[config.mk]
export PLATFORM = sky130hd
export DESIGN_NAME = dac_stage_regs
export DESIGN_NICKNAME = d
export VERILOG_FILES = /design/src/rtl/dac_stage_pkg.sv /design/src/rtl/dac_addr_decode.sv /design/src/rtl/dac_channel.sv /design/src/rtl/dac_stage_regs.sv
export SDC_FILE = /design/constraint.sdc
export NUM_CORES = 1
export LEC_CHECK = 0
export ABC_CLOCK_PERIOD_IN_PS = 1600
export BUFFER_PORTS_ARGS = -buffer_cell sky130_fd_sc_hd__buf_2
export CAP_MARGIN = 20
export CORE_ASPECT_RATIO = 1.25
export CORE_MARGIN = 1.5
export CORE_UTILIZATION = 50
export CTS_BUF_LIST = sky130_fd_sc_hd__clkbuf_4 sky130_fd_sc_hd__clkbuf_8
export DETAILED_ROUTE_END_ITERATION = 12
export MAX_ROUTING_LAYER = met4
export PLACE_DENSITY_LB_ADDON = 0.3
export SYNTH_ARGS = -nofsm -noshare
export SYNTH_HDL_FRONTEND = slang
export SYNTH_SLANG_ARGS = --single-unit
[constraint.sdc]
create_clock -name clk -period 1.6 [get_ports clk]
set_input_delay 0.4 -clock clk [delete_from_list [all_inputs] [get_ports clk]]
set_output_delay 0.4 -clock clk [all_outputs]
set_load 0.02 [all_outputs]
[src/rtl/dac_stage_pkg.sv]
package dac_stage_pkg;
  localparam int BYTE_W = 8;
  localparam int WORD_W = 16;
  localparam logic [BYTE_W-1:0] ID_ADDR   = 8'h00;
  localparam logic [BYTE_W-1:0] BOTH_ADDR = 8'h1B;

  // per-channel address helpers: each channel occupies an 8-byte window
  function automatic logic [BYTE_W-1:0] strobe_addr(input int ch);
    return BYTE_W'(11 + 8 * ch);
  endfunction

  function automatic logic [BYTE_W-1:0] lo_addr(input int ch);
    return BYTE_W'(13 + 8 * ch);
  endfunction

  function automatic logic [BYTE_W-1:0] hi_addr(input int ch);
    return BYTE_W'(14 + 8 * ch);
  endfunction

  // identification byte depends on the number of fitted channels
  function automatic logic [BYTE_W-1:0] id_code(input int n_ch);
    return (n_ch >= 2) ? 8'hE3 : 8'hE2;
  endfunction
endpackage

[src/rtl/dac_addr_decode.sv]
module dac_addr_decode
  import dac_stage_pkg::*;
#(
  parameter int NUM_CH = 2
) (
  input  logic              clk,
  input  logic              rst_n,
  input  logic              bus_wr,
  input  logic [BYTE_W-1:0] bus_addr,
  output logic [NUM_CH-1:0] lo_we,
  output logic [NUM_CH-1:0] hi_we,
  output logic [NUM_CH-1:0] ld_req
);
  for (genvar c = 0; c < NUM_CH; c++) begin : g_dec
    assign lo_we[c]  = bus_wr && (bus_addr == lo_addr(c));
    assign hi_we[c]  = bus_wr && (bus_addr == hi_addr(c));
    assign ld_req[c] = bus_wr && ((bus_addr == strobe_addr(c)) ||
                                  (bus_addr == BOTH_ADDR));

    // one bus write selects at most one function of a channel
    p_decode_onehot_r2: assert property (@(posedge clk) disable iff (!rst_n)
      $onehot0({lo_we[c], hi_we[c], ld_req[c]}));
  end
endmodule

[src/rtl/dac_channel.sv]
module dac_channel
  import dac_stage_pkg::*;
(
  input  logic              clk,
  input  logic              rst_n,
  input  logic              lo_we,
  input  logic              hi_we,
  input  logic              ld_req,
  input  logic [BYTE_W-1:0] wdata,
  output logic [WORD_W-1:0] word,
  output logic              load
);
  logic [BYTE_W-1:0] lo_q, hi_q;

  // staging bytes
  always_ff @(posedge clk or negedge rst_n) begin
    if (!rst_n) begin
      lo_q <= '0;
      hi_q <= '0;
    end else begin
      if (lo_we) lo_q <= wdata;
      if (hi_we) hi_q <= wdata;
    end
  end

  // output latch and load pulse
  always_ff @(posedge clk or negedge rst_n) begin
    if (!rst_n) begin
      word <= '0;
      load <= 1'b0;
    end else begin
      load <= ld_req;
      if (ld_req) word <= {hi_q, lo_q};
    end
  end

  // without a strobe the converter word does not move
  p_hold_stable_r3: assert property (@(posedge clk) disable iff (!rst_n)
    !ld_req |=> $stable(word));

  // a strobe transfers the staged bytes
  p_load_word_r4: assert property (@(posedge clk) disable iff (!rst_n)
    ld_req |=> (word == $past({hi_q, lo_q})));

  // the pulse lasts one cycle unless strobed again
  p_load_single_r4: assert property (@(posedge clk) disable iff (!rst_n)
    (load && !ld_req) |=> !load);
endmodule

[src/rtl/dac_stage_regs.sv]
module dac_stage_regs
  import dac_stage_pkg::*;
#(
  parameter int NUM_CH = 2
) (
  input  logic                     clk,
  input  logic                     rst_n,
  input  logic                     bus_wr,
  input  logic [7:0]               bus_addr,
  input  logic [7:0]               bus_wdata,
  output logic [7:0]               bus_rdata,
  output logic [WORD_W*NUM_CH-1:0] dac_word,
  output logic [NUM_CH-1:0]        dac_load
);
  localparam logic [BYTE_W-1:0] ID_VAL = id_code(NUM_CH);

  logic [NUM_CH-1:0] lo_we, hi_we, ld_req;

  dac_addr_decode #(.NUM_CH(NUM_CH)) u_dec (
    .clk      (clk),
    .rst_n    (rst_n),
    .bus_wr   (bus_wr),
    .bus_addr (bus_addr),
    .lo_we    (lo_we),
    .hi_we    (hi_we),
    .ld_req   (ld_req)
  );

  for (genvar c = 0; c < NUM_CH; c++) begin : g_ch
    dac_channel u_ch (
      .clk    (clk),
      .rst_n  (rst_n),
      .lo_we  (lo_we[c]),
      .hi_we  (hi_we[c]),
      .ld_req (ld_req[c]),
      .wdata  (bus_wdata),
      .word   (dac_word[WORD_W*c +: WORD_W]),
      .load   (dac_load[c])
    );
  end

  assign bus_rdata = (bus_addr == ID_ADDR) ? ID_VAL : '0;

  // the shared strobe pulses every fitted channel together
  p_both_strobe_r5: assert property (@(posedge clk) disable iff (!rst_n)
    (bus_wr && bus_addr == BOTH_ADDR) |=> (&dac_load));
endmodule

==> out/summary.md, run 1 <==
The run finished, with violations left. The checks that failed: negative setup slack. Synthesis inferred 66 register bits. The switching power as a share of total power came out at 22.39%.

After synthesis, the share of flip-flops with an asynchronous set or reset is 100.0%. The detailed router put a total of 2203 um of wire on met1. After legalization and detailed placement, the total HPWL measured 3299 um.

The routed wire length was 5238 um; the number of global-route vias before repair was 1625. The deepest clock path buffer count came out at 2. Global routing consumed, over all layers together, 20.25% of the routing resources.

The placed instance count is 289. The final critical-path setup slack was -0.2755 ns; the average instance area after synthesis was 16.34 sq um. The tools report the final global-route overflow total as 0.

Ranked by instance count, the synthesized netlist is headed by dfrtp_1 (66), mux2_2 (54), mux2_4 (10). Synthesis produced a netlist whose cell count is 162. The latest clock arrival within the worst-skew pair came out at 0.33 ns. The min-delay analysis places its worst path in the category primary input to flop. Once placement finished, the instance area stood at 3147 sq um.

The die extent in x was 68.07 um; the number of flops mapped to enable cells by yosys was 0. Once the floorplan was initialized, standard cells occupied 52.09% of the core. The final-report hold violation count was 0. Hold timing on the final database bottoms out at a slack of 0.3545 ns. The congestion estimate from routability-driven global placement came to 0.7635. After layout, the worst path uses 117.2% of the clock period. By area the synthesized netlist is led by dfrtp_1 (62%), mux2_2 (23%), mux2_4 (5.7%).

The CTS clock-pin slew for the worst setup and hold paths was 0.08 ns; the number of diodes was 0. The final max-slew violation count is 0, and the detailed-route vias per instance is 5.145. The count of buffers added on input and output ports is 57.

For this design the total switching power over the nets is 0.0007374 W. Combinational logic is responsible for 6.0% of the overall power. The die extent in y was 84.34 um. The kind of end point of the critical path is an output pin. The sequential-to-total area share from yosys stat is 62.41%. The routed design could run at a clock period as short as 1.875 ns. Row generation in the floorplan step produced 29 rows.

The met2 layer wire length in the routed design is 2767 um, and the wire length of the first global-routing pass is 8017 um. The launching element type of the critical path is a primary input. For the count of distinct cell types in the synthesized netlist, the log shows 20. Worst-case reg-to-reg path depth: 1. For this run, the leading register cell type out of synthesis is dfrtp_1. The root buffer cell chosen for the clock tree is clkbuf_8. The internal power of the cells totals 0.002556 W. Number of filler instances in the final layout: 378. The layout-stage area growth over the synthesis result is 32.48%, and the H-tree level count is 3. STA puts the critical path data arrival time at 1.48 ns. Summed over all failing endpoints, the final setup total negative slack is -5.514 ns. TritonCTS built the clock tree. Yosys printed 0 warnings. In this run the worst path has a maximum fanout of 5.

For the endpoint required time on the critical path, the log shows 1.20 ns. After routing the design area is 3506 sq um. The uppermost metal layer occupied by signal nets was met4. The largest total area in the synthesized netlist belongs to dfrtp_1.

Setup violations remaining at the end of the flow were counted as 37. The number of instances on the worst hold path works out to 2. The count of boundary I/O pins came out at 61. The number of clock buffers added by TritonCTS is 9. Of the cells placed in the final design, the portion with a size suffix greater than 1 is 66.94%. The cell with the most instances after synthesis is dfrtp_1. Summed over its instances, the top area cell type makes up 62.41% of the synthesized netlist area. The worst setup path is of the primary input to output pin kind. IR analysis of the VDD net gives a maximum drop of 0.5823 mV. The worst clock skew on the final layout was 0.009139 ns; the detailed-route wire length per cell was 16.90 um. The run gives 4 as the number of iterations in the first detailed-routing pass. The remaining antenna violation count after routing was 0; the standby leakage power was 1.927 nW.

The logs give 262 for the post-layout net count and 2646 sq um for the combined area of all synthesized cells. The non-filler instance count after layout is 310. The number of antenna violations at the first check in global routing came out at 0. After the first detailed-routing iteration, the DRC count stood at 70. The tools report the total number of vias as 1595. Across the run, the number of max-cap violations was 0.

The tools report the portion of total power attributed to the clock network as 41.3%. The logs give 220 um for the met3 wirelength from detailed routing and 52.7% for the part of the total power dissipated in sequential elements. The power density over the cells came out at 939.3 nW/um^2. The die covers 5741 sq um.

The number of DRC violations after detailed routing was 0; the clock sink count was 66. Setup repair after global routing could not meet its margin everywhere. The largest net degree at the start of global routing is 38. The upper clock frequency limit came out at 533.2 MHz. The core region is 5080 sq um. Overall power consumption after layout is estimated at 0.003293 W.
[final timing paths]
kind / start / end / slack [ns]
min in group asynchronous: rst_n / g_ch[1].u_ch.word[15] / 0.51
max reg2reg: g_ch[1].u_ch.lo_q[0] / g_ch[1].u_ch.lo_q[0] / 0.78
max: bus_addr[5] / bus_rdata[0] / -0.28
min: bus_wdata[6] / g_ch[1].u_ch.hi_q[6] / 0.35
max in group asynchronous: rst_n / g_ch[1].u_ch.lo_q[3] / 0.54
min reg2reg: g_ch[0].u_ch.lo_q[3] / g_ch[0].u_ch.word[3] / 0.50
[metrics by stage]
step | util (%) | setup slack, ns
2_1_floorplan | - | -0.4217
3_3_place_gp | 61.95 | -0.4515
3_5_place_dp | 61.95 | -0.4825
4_1_cts | 67.39 | -0.2754
5_1_grt | 69.01 | -0.2910
6_report | 69.01 | -0.2755
[flip-flops by register name (all words and copies together) (netlist names)]
name and cells:
g_ch.u_ch.hi_q 16, g_ch.u_ch.lo_q 16, g_ch.u_ch.load 2, g_ch.u_ch.word 32
[power by group through the flow]
stage	Sequential, W	Clock [W]	Combinational (W)
after floorplan	0.00177	0	0.0000710
after global placement	0.00177	0	0.000181
after detailed placement	0.00177	0	0.000186
after CTS	0.00174	0.00139	0.000195
after global routing	0.00174	0.00148	0.000217
final	0.00174	0.00136	0.000197
[critical path, stage by stage]
cell    delay (ns)
buf_6         0.09
or4_4         0.53
buf_6         0.14
nor2_4        0.16
buf_6         0.15
[layer usage]
| metal | global-route usage [%] | vias up |
|---|---|---|
| li1 | - | 727 |
| met1 | 25.16 | 812 |
| met2 | 30.27 | 52 |
| met3 | 5.764 | 4 |
| met4 | 9.455 | 0 |
| met5 | - | - |
[cells by family after synthesis]
family	count (synthesis)	synth area share (%)
flip-flops	66	62.41
other	1	0.1417
buffers and inverters	15	4.633
AND/OR/NAND/NOR	16	4.162
multiplexers	64	28.65
[area by class of cell]
class,instances,area (sq um),share of cell area (%)
Sequential cell,66,1652,47.11
Multi-Input combinational cell,83,968.4,27.62
Timing Repair Buffer,81,606.8,17.31
Clock buffer,11,138.9,3.961
Tap cell,62,77.57,2.213
Clock inverter,5,55.05,1.570
Inverter,2,7.507,0.2141
[cell usage in the layout (no fill, tap or decap), types with 2 or more instances in the layout]
cell | Yosys | final
conb_1 | 1 | 3
clkbuf_16 | 0 | 2
buf_6 | 2 | 7
mux2_4 | 10 | 26
dfrtp_1 | 66 | 66
clkbuf_4 | 0 | 2
clkbuf_8 | 0 | 9
and3b_1 | 2 | 2
nand3_1 | 2 | 2
buf_12 | 1 | 5
buf_4 | 9 | 15
or4_4 | 1 | 2
buf_2 | 1 | 51
mux2_2 | 54 | 38
clkinv_2 | 0 | 2
nand4_1 | 3 | 3
clkinvlp_4 | 0 | 2
inv_1 | 2 | 2
[repair_timing]
| action | in CTS | in global routing |
|---|---|---|
| hold buffers | 1 | 0 |
| pin swaps | 2 | 1 |
| resized for setup | 18 | 3 |
| setup endpoints to repair | 37 | 37 |
| hold endpoints to repair | 14 | 0 |
| gates cloned | 0 | 2 |
| setup buffers | 1 | 1 |
Note: power is estimated with default switching activity, not from simulation.
==> run 2: changes to the inputs <==
--- a/config.mk
+++ b/config.mk
@@ -17,4 +17,5 @@
 export PLACE_DENSITY_LB_ADDON = 0.3
 export SYNTH_ARGS = -nofsm -noshare
 export SYNTH_HDL_FRONTEND = slang
+export SYNTH_HIERARCHICAL = 1
 export SYNTH_SLANG_ARGS = --single-unit
==> run 2 against run 1 <==
Effect of this change: the flow still finishes with violations (negative setup slack); sequential cell count did not move; critical path depth decreased by 1; non-clock buffer count decreased by 11; hold slack worse by 0.30 ns; combinational power rose by 3%; final area decreased by 1.9%; clock skew about the same; largest cell class unchanged.
==> out/summary.md, run 2 <==
The number of DRC violations after detailed routing was 0 (unchanged); the detailed-placement wirelength estimate was 3596 um (+9.0%). Number of antenna violations at the first check in global routing: 0 (unchanged). For the post-layout net count, the log shows 247 (-5.7%).

For the total of warnings raised by yosys, the log shows 6 (+6). The run finished, with violations left. The run gives 5 (-86%) as the number of setup violations in the final report. The slowest stage of the critical path belongs to the cell or4_4. The critical path launch point is bus_addr[4]. The count of distinct cell types in the synthesized netlist is 14 (-30%), and the initial core utilization is 52.43% (+0.34 points). The logs give 0.04991 ns (-0.3046 ns) for the worst hold-check slack and 8321 um (+3.8%) for the wire length of the first global-routing pass.

The post-route core utilization was 67.23% (-1.8 points); the number of design-rule violations left by the first detailed-router iteration was 61 (-13%). Ranked by total cell area, the synthesized netlist is headed by dfrtp_1 (62%), mux2_2 (18%), mux2_4 (11%). The library cells used most frequently in the layout, excluding fill and tap cells, are dfrtp_1 (66), buf_2 (49), mux2_4 (46). The critical path buffer and inverter count is 2 (-1), and the accumulated negative setup slack is -0.7689 ns (+4.745 ns). The synthesis-stage register bit count was 66 (unchanged). The tools report the non-filler instance count after layout as 295 (-4.8%).

The final worst-path cycle share was 110.0% (-7.2 points). For the number of diodes, the log shows 0 (unchanged). The run gives 66 (unchanged) as the clock sink count.

The final critical-path setup slack is -0.1602 ns (+0.1152 ns), and the latest clock arrival within the worst-skew pair is 0.34 ns (about the same). The post-layout total power is 0.003185 W (-3.3%), and the number of flops mapped to enable cells by yosys is 0 (unchanged). The root buffer cell chosen for the clock tree is clkbuf_8.

Worst clock skew on the final layout: 0.009564 ns (+0.0004252 ns). The number of global-route vias before repair was 1621 (-0.25%); the combined area of all synthesized cells was 2683 sq um (+1.4%). Number of instances in the synthesized netlist: 160 (-1.2%). TritonCTS built the clock tree. The detailed-route wire length per cell is 17.81 um (+5.4%), and the sequential-to-total area share from yosys stat is 61.57% (-0.84 points).

The power density over the cells is 925.9 nW/um^2 (-1.4%). The final global-route overflow total came out at 0 (unchanged). The run gives 29 (unchanged) as the cell row count. Broken down by cell family, the worst path's largest delay share belongs to simple AND/OR/NAND/NOR gates. Average instance area after synthesis: 16.77 sq um (+2.6%). The standard cell core area is 5116 sq um (+0.71%), and the deepest clock path buffer count is 2 (unchanged). The total number of vias was 1533 (-3.9%); the post-layout minimum cycle time was 1.760 ns (-0.1152 ns). For the maximum vdd drop, the log shows 0.6394 mV (+9.8%).

Setup repair after global routing could not meet its margin everywhere. Detailed-route vias per instance: 5.197 (+1.0%). The worst-case reg-to-reg path depth is 1 (unchanged), and the final max-slew violation count is 0 (unchanged). The logs give 1.20 ns (about the same) for the endpoint required time on the critical path and 5817 sq um (+1.3%) for the die footprint.

The worst register-to-register path begins at g_ch[1].u_ch/hi_q[1]. The checks that failed: negative setup slack. Kind of path behind the tightest hold check: primary input to asynchronous set/reset pin.

The maximum fanout along the worst path works out to 5 (unchanged). Die extent in y: 84.90 um (+0.66%). After synthesis, the most frequently instantiated cells are dfrtp_1 (66), mux2_2 (44), mux2_4 (20). The layout cell share with drive strength beyond 1 is 68.67% (+1.7 points).

The number of cells on the critical path was 4 (-1). The number of maximum-capacitance constraint violations came out at 0 (unchanged). The run gives 67 (+76%) as the largest net degree at the start of global routing.

The number of CTS-inserted buffers is 9 (unchanged). The largest registers in the layout are g_ch.u_ch/word (32), g_ch.u_ch/hi_q (16), g_ch.u_ch/lo_q (16). The share of synthesized registers carrying an async set or reset was 100.0% (unchanged); the remaining antenna violation count after routing was 0 (unchanged). The count of boundary I/O pins was 61 (unchanged). In the post-synthesis netlist, the cell with the most instances is dfrtp_1. Traced cell by cell, the critical path runs through buf_6, or4_4, nor2_4, buf_4. The routed wire length came out at 5254 um (+0.31%). Largest register by flop count: g_ch.u_ch/word. The fraction of post-synthesis cell area in the top cell type by area was 61.57% (-0.84 points); the global routing usage summed across all routing layers was 20.46% (+0.21 points). The H-tree level count came out at 3 (unchanged). The die extent in x is 68.52 um (+0.65%), and the standby leakage power is 1.819 nW (-5.6%).

The CTS clock-pin slew for the worst setup and hold paths is 0.07 ns (about the same), and the number of filler instances in the final layout is 360 (-4.8%). The tools report the number of iterations in the first detailed-routing pass as 4 (unchanged). The most common cell after layout, fill and taps aside is dfrtp_1. Among all flip-flop cells after synthesis, the most frequent one is dfrtp_1. Data arrival time at the worst-slack endpoint: 1.36 ns (-0.12 ns). Kind of critical path: primary input to output pin. The number of flip-flops under the largest register name is 32 (unchanged). Number of buffers inserted for hold repair after clock tree synthesis: 0 (-1). The cell type with the highest aggregate area in the netlist was dfrtp_1. Compared with the post-synthesis result, the final layout area differs by 28.22%. For the final-report hold violation count, the log shows 0 (unchanged). The worst setup path is captured at an output pin.

The upper clock frequency limit is 568.1 MHz (+6.5%), and the number of buffer cells added on primary ports is 57 (unchanged). The longest individual stage delay on the worst path came out at 0.54 ns (about the same). The run gives 0.7828 (+2.5%) as the final RePlAce weighted congestion. The worst setup path is launched from a primary input. The placed instance count was 278 (-3.8%).
## run 2: cells by family after synthesis
kind of cell / Yosys count / share of synthesized area, %
simple gates: 14 / 3.591
flops: 66 / 61.57
other cells: 1 / 0.1398
buf+inv: 15 / 5.037
mux: 64 / 29.66
## run 2: where the power goes
group | total (W) | leakage (nW) | internal, W | switching, W
Clock | 0.00124 | 0.0974 | 0.000649 | 0.000592
Combinational | 0.000203 | 0.806 | 0.000101 | 0.000102
Sequential | 0.00174 | 0.916 | 0.00171 | 0.0000263
## run 2: repair_timing
item                       CTS  global route
setup endpoints to repair    7            25
setup buffers                1             1
resized for setup            9            26
pin swaps                    1             5
## run 2: final timing paths
kind	endpoint	slack, ns
max	bus_rdata[7]	-0.16
min	g_ch[1].u_ch/word[8]	0.05
max reg2reg	g_ch[1].u_ch/hi_q[1]	0.81
min reg2reg	g_ch[1].u_ch/word[1]	0.50
max in group asynchronous	g_ch[1].u_ch/word[9]	1.25
min in group clk	g_ch[0].u_ch/hi_q[4]	0.36
## run 2: final cells by class
class | instances | area, sq um | share of cell area (%)
Multi-Input combinational cell | 81 | 1069 | 31.07
Tap cell | 62 | 77.57 | 2.255
Clock inverter | 3 | 15.01 | 0.4365
Timing Repair Buffer | 70 | 466.7 | 13.57
Clock buffer | 13 | 160.2 | 4.656
Sequential cell | 66 | 1652 | 48.02
## run 2: per-stage QoR
| stage | worst slack (ns) | instance area (sq um) |
|---|---|---|
| after detailed placement | -0.3667 | 3114 |
| after floorplan | -0.1471 | 2784 |
| after global placement | -0.3373 | 3114 |
| after CTS | -0.1680 | 3331 |
| after global routing | -0.1945 | 3440 |
| final | -0.1602 | 3440 |
## run 2: layer usage
metal	wire length (um)	part of all wire, %	track usage (%)	vias up
met5	0	0	-	-
met4	62	1.2	9.818	0
met3	238	4.5	4.907	6
met2	2761	53	31.82	42
met1	2191	42	24.62	789
li1	-	-	-	696
==> run 3: changes to the inputs <==
--- a/config.mk
+++ b/config.mk
@@ -5,6 +5,7 @@
 export SDC_FILE = /design/constraint.sdc
 export NUM_CORES = 1
 export LEC_CHECK = 0
+export ABC_AREA = 1
 export ABC_CLOCK_PERIOD_IN_PS = 1600
 export BUFFER_PORTS_ARGS = -buffer_cell sky130_fd_sc_hd__buf_2
 export CAP_MARGIN = 20
@@ -13,7 +14,6 @@
 export CORE_UTILIZATION = 50
 export CTS_BUF_LIST = sky130_fd_sc_hd__clkbuf_4 sky130_fd_sc_hd__clkbuf_8
 export DETAILED_ROUTE_END_ITERATION = 12
-export MAX_ROUTING_LAYER = met4
 export PLACE_DENSITY_LB_ADDON = 0.3
 export SYNTH_ARGS = -nofsm -noshare
 export SYNTH_HDL_FRONTEND = slang
==> run 3 against run 2 <==
Effect of this change: first-iteration DRC count rose by 110%; total power grew 2.1%; largest cell class unchanged; the flow now finishes without violations; register-to-register slack gained 0.15 ns; global-route usage shrank 0.81 points.
==> out/summary.md, run 3 <==
The number of design-rule violations left by the first detailed-router iteration was 127 (+110%). Die extent in x: 69.06 um (+0.80%). The detailed-route vias per instance came out at 4.653 (-10%). The post-layout net count was 399 (+62%); the number of flops mapped to enable cells by yosys was 0 (unchanged).

Setup repair after global routing left no endpoint under its margin. The setup path with the least slack is of type primary input to output pin. The accumulated negative setup slack was 0 ns (+0.7689 ns). Yosys attributes the largest share of cell area to dfrtp_1 (61%), nand2_1 (26%), nand2_2 (2.3%).

Sequential-to-total area share from yosys stat: 60.55% (-1.0 points). The run gives 61 (unchanged) as the count of boundary I/O pins. The wire length of the first global-routing pass is 9045 um (+8.7%). The most common cell after layout, fill and taps aside was nand2_1. Total number of vias: 2080 (+36%). The number of instances in the synthesized netlist was 315 (+97%); the number of iterations in the first detailed-routing pass was 4 (unchanged). The share of synthesized cell area in and, or, nand and nor gates is 31.65% (+28 points), and the standby leakage power is 1.989 nW (+9.3%).

Leaving out fill and tap cells, the most frequent cells in the layout are nand2_1 (190), dfrtp_1 (66), buf_2 (57). Number of setup violations in the final report: 0 (-5). Maximum vdd drop: 0.5935 mV (-7.2%). Among all flip-flop cells after synthesis, the most frequent one is dfrtp_1. The largest net degree at the start of global routing was 23 (-66%). The multiplexer fraction of the synthesized cell area is 0% (-30 points), and the worst clock skew on the final layout is 0.007601 ns (-0.001964 ns). Number of maximum-capacitance constraint violations: 0 (unchanged). The number of CTS-inserted buffers came out at 9 (unchanged). The tree is rooted in a clkbuf_8.

More flip-flops sit in one register than any other, and that register is g_ch.u_ch/word. The worst setup path is launched from a primary input. The count of distinct cell types in the synthesized netlist was 16 (+2). The fraction of synthesized cell area in xor and xnor cells was 0% (unchanged); the post-layout minimum cycle time was 1.472 ns (-0.2886 ns). Synthesized-area fraction occupied by adder cells: 0% (unchanged). The power density over the cells works out to 992.6 nW/um^2 (+7.2%). The worst-case reg-to-reg path depth is 2 (+1).

The number of global-route vias before repair was 2008 (+24%). The die extent in y was 85.58 um (+0.80%). Layout cell share with drive strength beyond 1: 26.49% (-42 points).

The run gives 66 (unchanged) as the clock sink count. The logs give 0.96 ns (+0.15 ns) for the register-to-register setup slack and 63.60% (-3.6 points) for the post-route core utilization. In this run the worst hold path is classified as primary input to flop. The average instance area after synthesis was 8.659 sq um (-48%). The destination of the worst hold path was g_ch[1].u_ch/lo_q[5].

The detailed-route wire length per cell was 11.89 um (-33%); the final max-slew violation count was 0 (unchanged). The logs give 0 (unchanged) for the remaining antenna violation count after routing and 679.5 MHz (+20%) for the upper clock frequency limit. Endpoint required time on the critical path: 1.20 ns (about the same). Detailed-placement wirelength estimate: 3821 um (+6.3%). Final worst-path cycle share: 91.98% (-18 points). The routed wire length is 5315 um (+1.2%). The largest registers in the layout are g_ch.u_ch/word (32), g_ch.u_ch/hi_q (16), g_ch.u_ch/lo_q (16). The number of flip-flops under the largest register name came out at 32 (unchanged). Startpoint of the lowest-slack hold path: bus_wdata[5]. Cell with the most instances after synthesis: nand2_1.

The cell row count came out at 29 (unchanged). The fraction of post-synthesis cell area in the top cell type by area was 60.55% (-1.0 points). The tools report the startpoint of the worst-slack reg-to-reg timing path as g_ch[1].u_ch/hi_q[7].

The tools report the data arrival time at the worst-slack endpoint as 1.07 ns (-0.29 ns). The run gives 19.65% (-0.81 points) as the global routing usage summed across all routing layers. The synthesized-area fraction occupied by ao, oa, aoi and oai cells is 0% (unchanged), and the number of antenna violations at the first check in global routing is 0 (unchanged). For the number of buffers inserted for hold repair after clock tree synthesis, the log shows 1 (+1). The share of synthesized registers carrying an async set or reset came out at 100.0% (unchanged). The die footprint was 5910 sq um (+1.6%). The flow ran to the end, and the final reports show no timing, DRC or antenna violations. The CTS clock-pin slew for the worst setup and hold paths was 0.08 ns (about the same); the number of buffer cells added on primary ports was 57 (unchanged). The final-report hold violation count is 0 (unchanged).

Compared with the post-synthesis result, the final layout area differs by 20.14%. Number of diodes: 0 (unchanged). The worst setup path is captured at an output pin. The maximum fanout along the worst path was 5 (unchanged); the total of warnings raised by yosys was 6 (unchanged).

Synthesis-stage register bit count: 66 (unchanged). After synthesis, the most frequently instantiated cells are nand2_1 (190), dfrtp_1 (66), nor2_1 (16). The standard cell core area came out at 5152 sq um (+0.71%).

The tools report the post-cts gate resize count as 0 (-9). The H-tree level count was 3 (unchanged); the latest clock arrival within the worst-skew pair was 0.34 ns (about the same). Counting instances, the worst hold path has a depth of 3. The tools report the deepest clock path buffer count as 2 (unchanged). Capture instance of the worst register-to-register path: g_ch[1].u_ch/hi_q[7]. The final RePlAce weighted congestion is 0.7899 (+0.91%). The run gives 2728 sq um (+1.7%) as the combined area of all synthesized cells. The final global-route overflow total is 0 (unchanged). The number of DRC violations after detailed routing is 0 (unchanged).

The run gives 52.94% (+0.50 points) as the initial core utilization. TritonCTS built the clock tree. The run gives 0 (-1) as the number of buffers inserted to repair setup after CTS. The largest total area in the synthesized netlist belongs to dfrtp_1.

By area, the combinational part of the netlist is dominated by simple AND/OR/NAND/NOR gates.
run 3: changes by cell type after synthesis, moves of 2 or more:
cell / before / now
inv_1: 0 / 5
or4_1: 2 / 0
nand2_2: 0 / 10
nor2_1: 3 / 16
inv_6: 0 / 2
nor3_1: 4 / 0
mux2_4: 20 / 0
nand2_1: 0 / 190
buf_6: 2 / 4
nand4b_1: 3 / 0
mux2_2: 44 / 0
inv_2: 0 / 4
run 3: how the worst max path moves through the flow:
stage / to / cells past startpoint / from
5_1_grt: bus_rdata[7] / 5 / bus_addr[1]
3_3_place_gp: bus_rdata[0] / 5 / bus_addr[3]
2_1_floorplan: bus_rdata[1] / 4 / bus_addr[7]
6_report: bus_rdata[0] / 5 / bus_addr[3]
4_1_cts: bus_rdata[0] / 5 / bus_addr[3]
3_5_place_dp: bus_rdata[0] / 5 / bus_addr[3]
run 3: cell type report:
cell class / count / area, sq um
Inverter: 11 / 51.30
Tap cell: 62 / 77.57
Multi-Input combinational cell: 223 / 874.6
Clock buffer: 9 / 123.9
Timing Repair Buffer: 69 / 427.9
Sequential cell: 66 / 1652
Clock inverter: 7 / 70.07
Fill cell: 471 / 1876
run 3: report_power, final:
group	internal [W]	total (W)	leakage (nW)	switching, W
Sequential	0.00171	0.00174	0.916	0.0000248
Combinational	0.0000591	0.000172	0.974	0.000113
Clock	0.000715	0.00134	0.0990	0.000628
run 3: per-stage QoR:
| stage | total power (W) | hold slack (ns) | std cells | worst slack, ns | area (sq um) |
|---|---|---|---|---|---|
| CTS | 0.003292 | 0.3121 | 447 | 0.1123 | 3277 |
| finish | 0.003253 | 0.3330 | 447 | 0.1284 | 3277 |
| global placement | 0.001934 | 0.3655 | 430 | 0.1335 | 3073 |
| global route | 0.003379 | 0.3363 | 447 | 0.04385 | 3277 |
| detailed placement | 0.001942 | 0.3667 | 430 | 0.1169 | 3073 |
| floorplan | 0.001836 | 0.1044 | 317 | 0.007341 | 2735 |
run 3: kinds of logic after synthesis:
group	after synthesis
flip-flops	66
buffers and inverters	28
other	1
AND/OR/NAND/NOR	220
run 3: routing by layer:
layer  vias up  part of all wire, %  track usage [%]  routed length (um)
met4         0                  1.7            9.626                  89
met2        48                   50            32.34                2654
met1       965                   44            24.62                2350
li1       1060                    -                -                   -
met5         -                    0                0                   0
met3         7                  4.1            4.583                 220
run 3: critical path, stage by stage:
cell and delay [ns]:
buf_2 0.12, nor2_1 0.09, nand2_1 0.05, nor2_1 0.20, buf_2 0.21
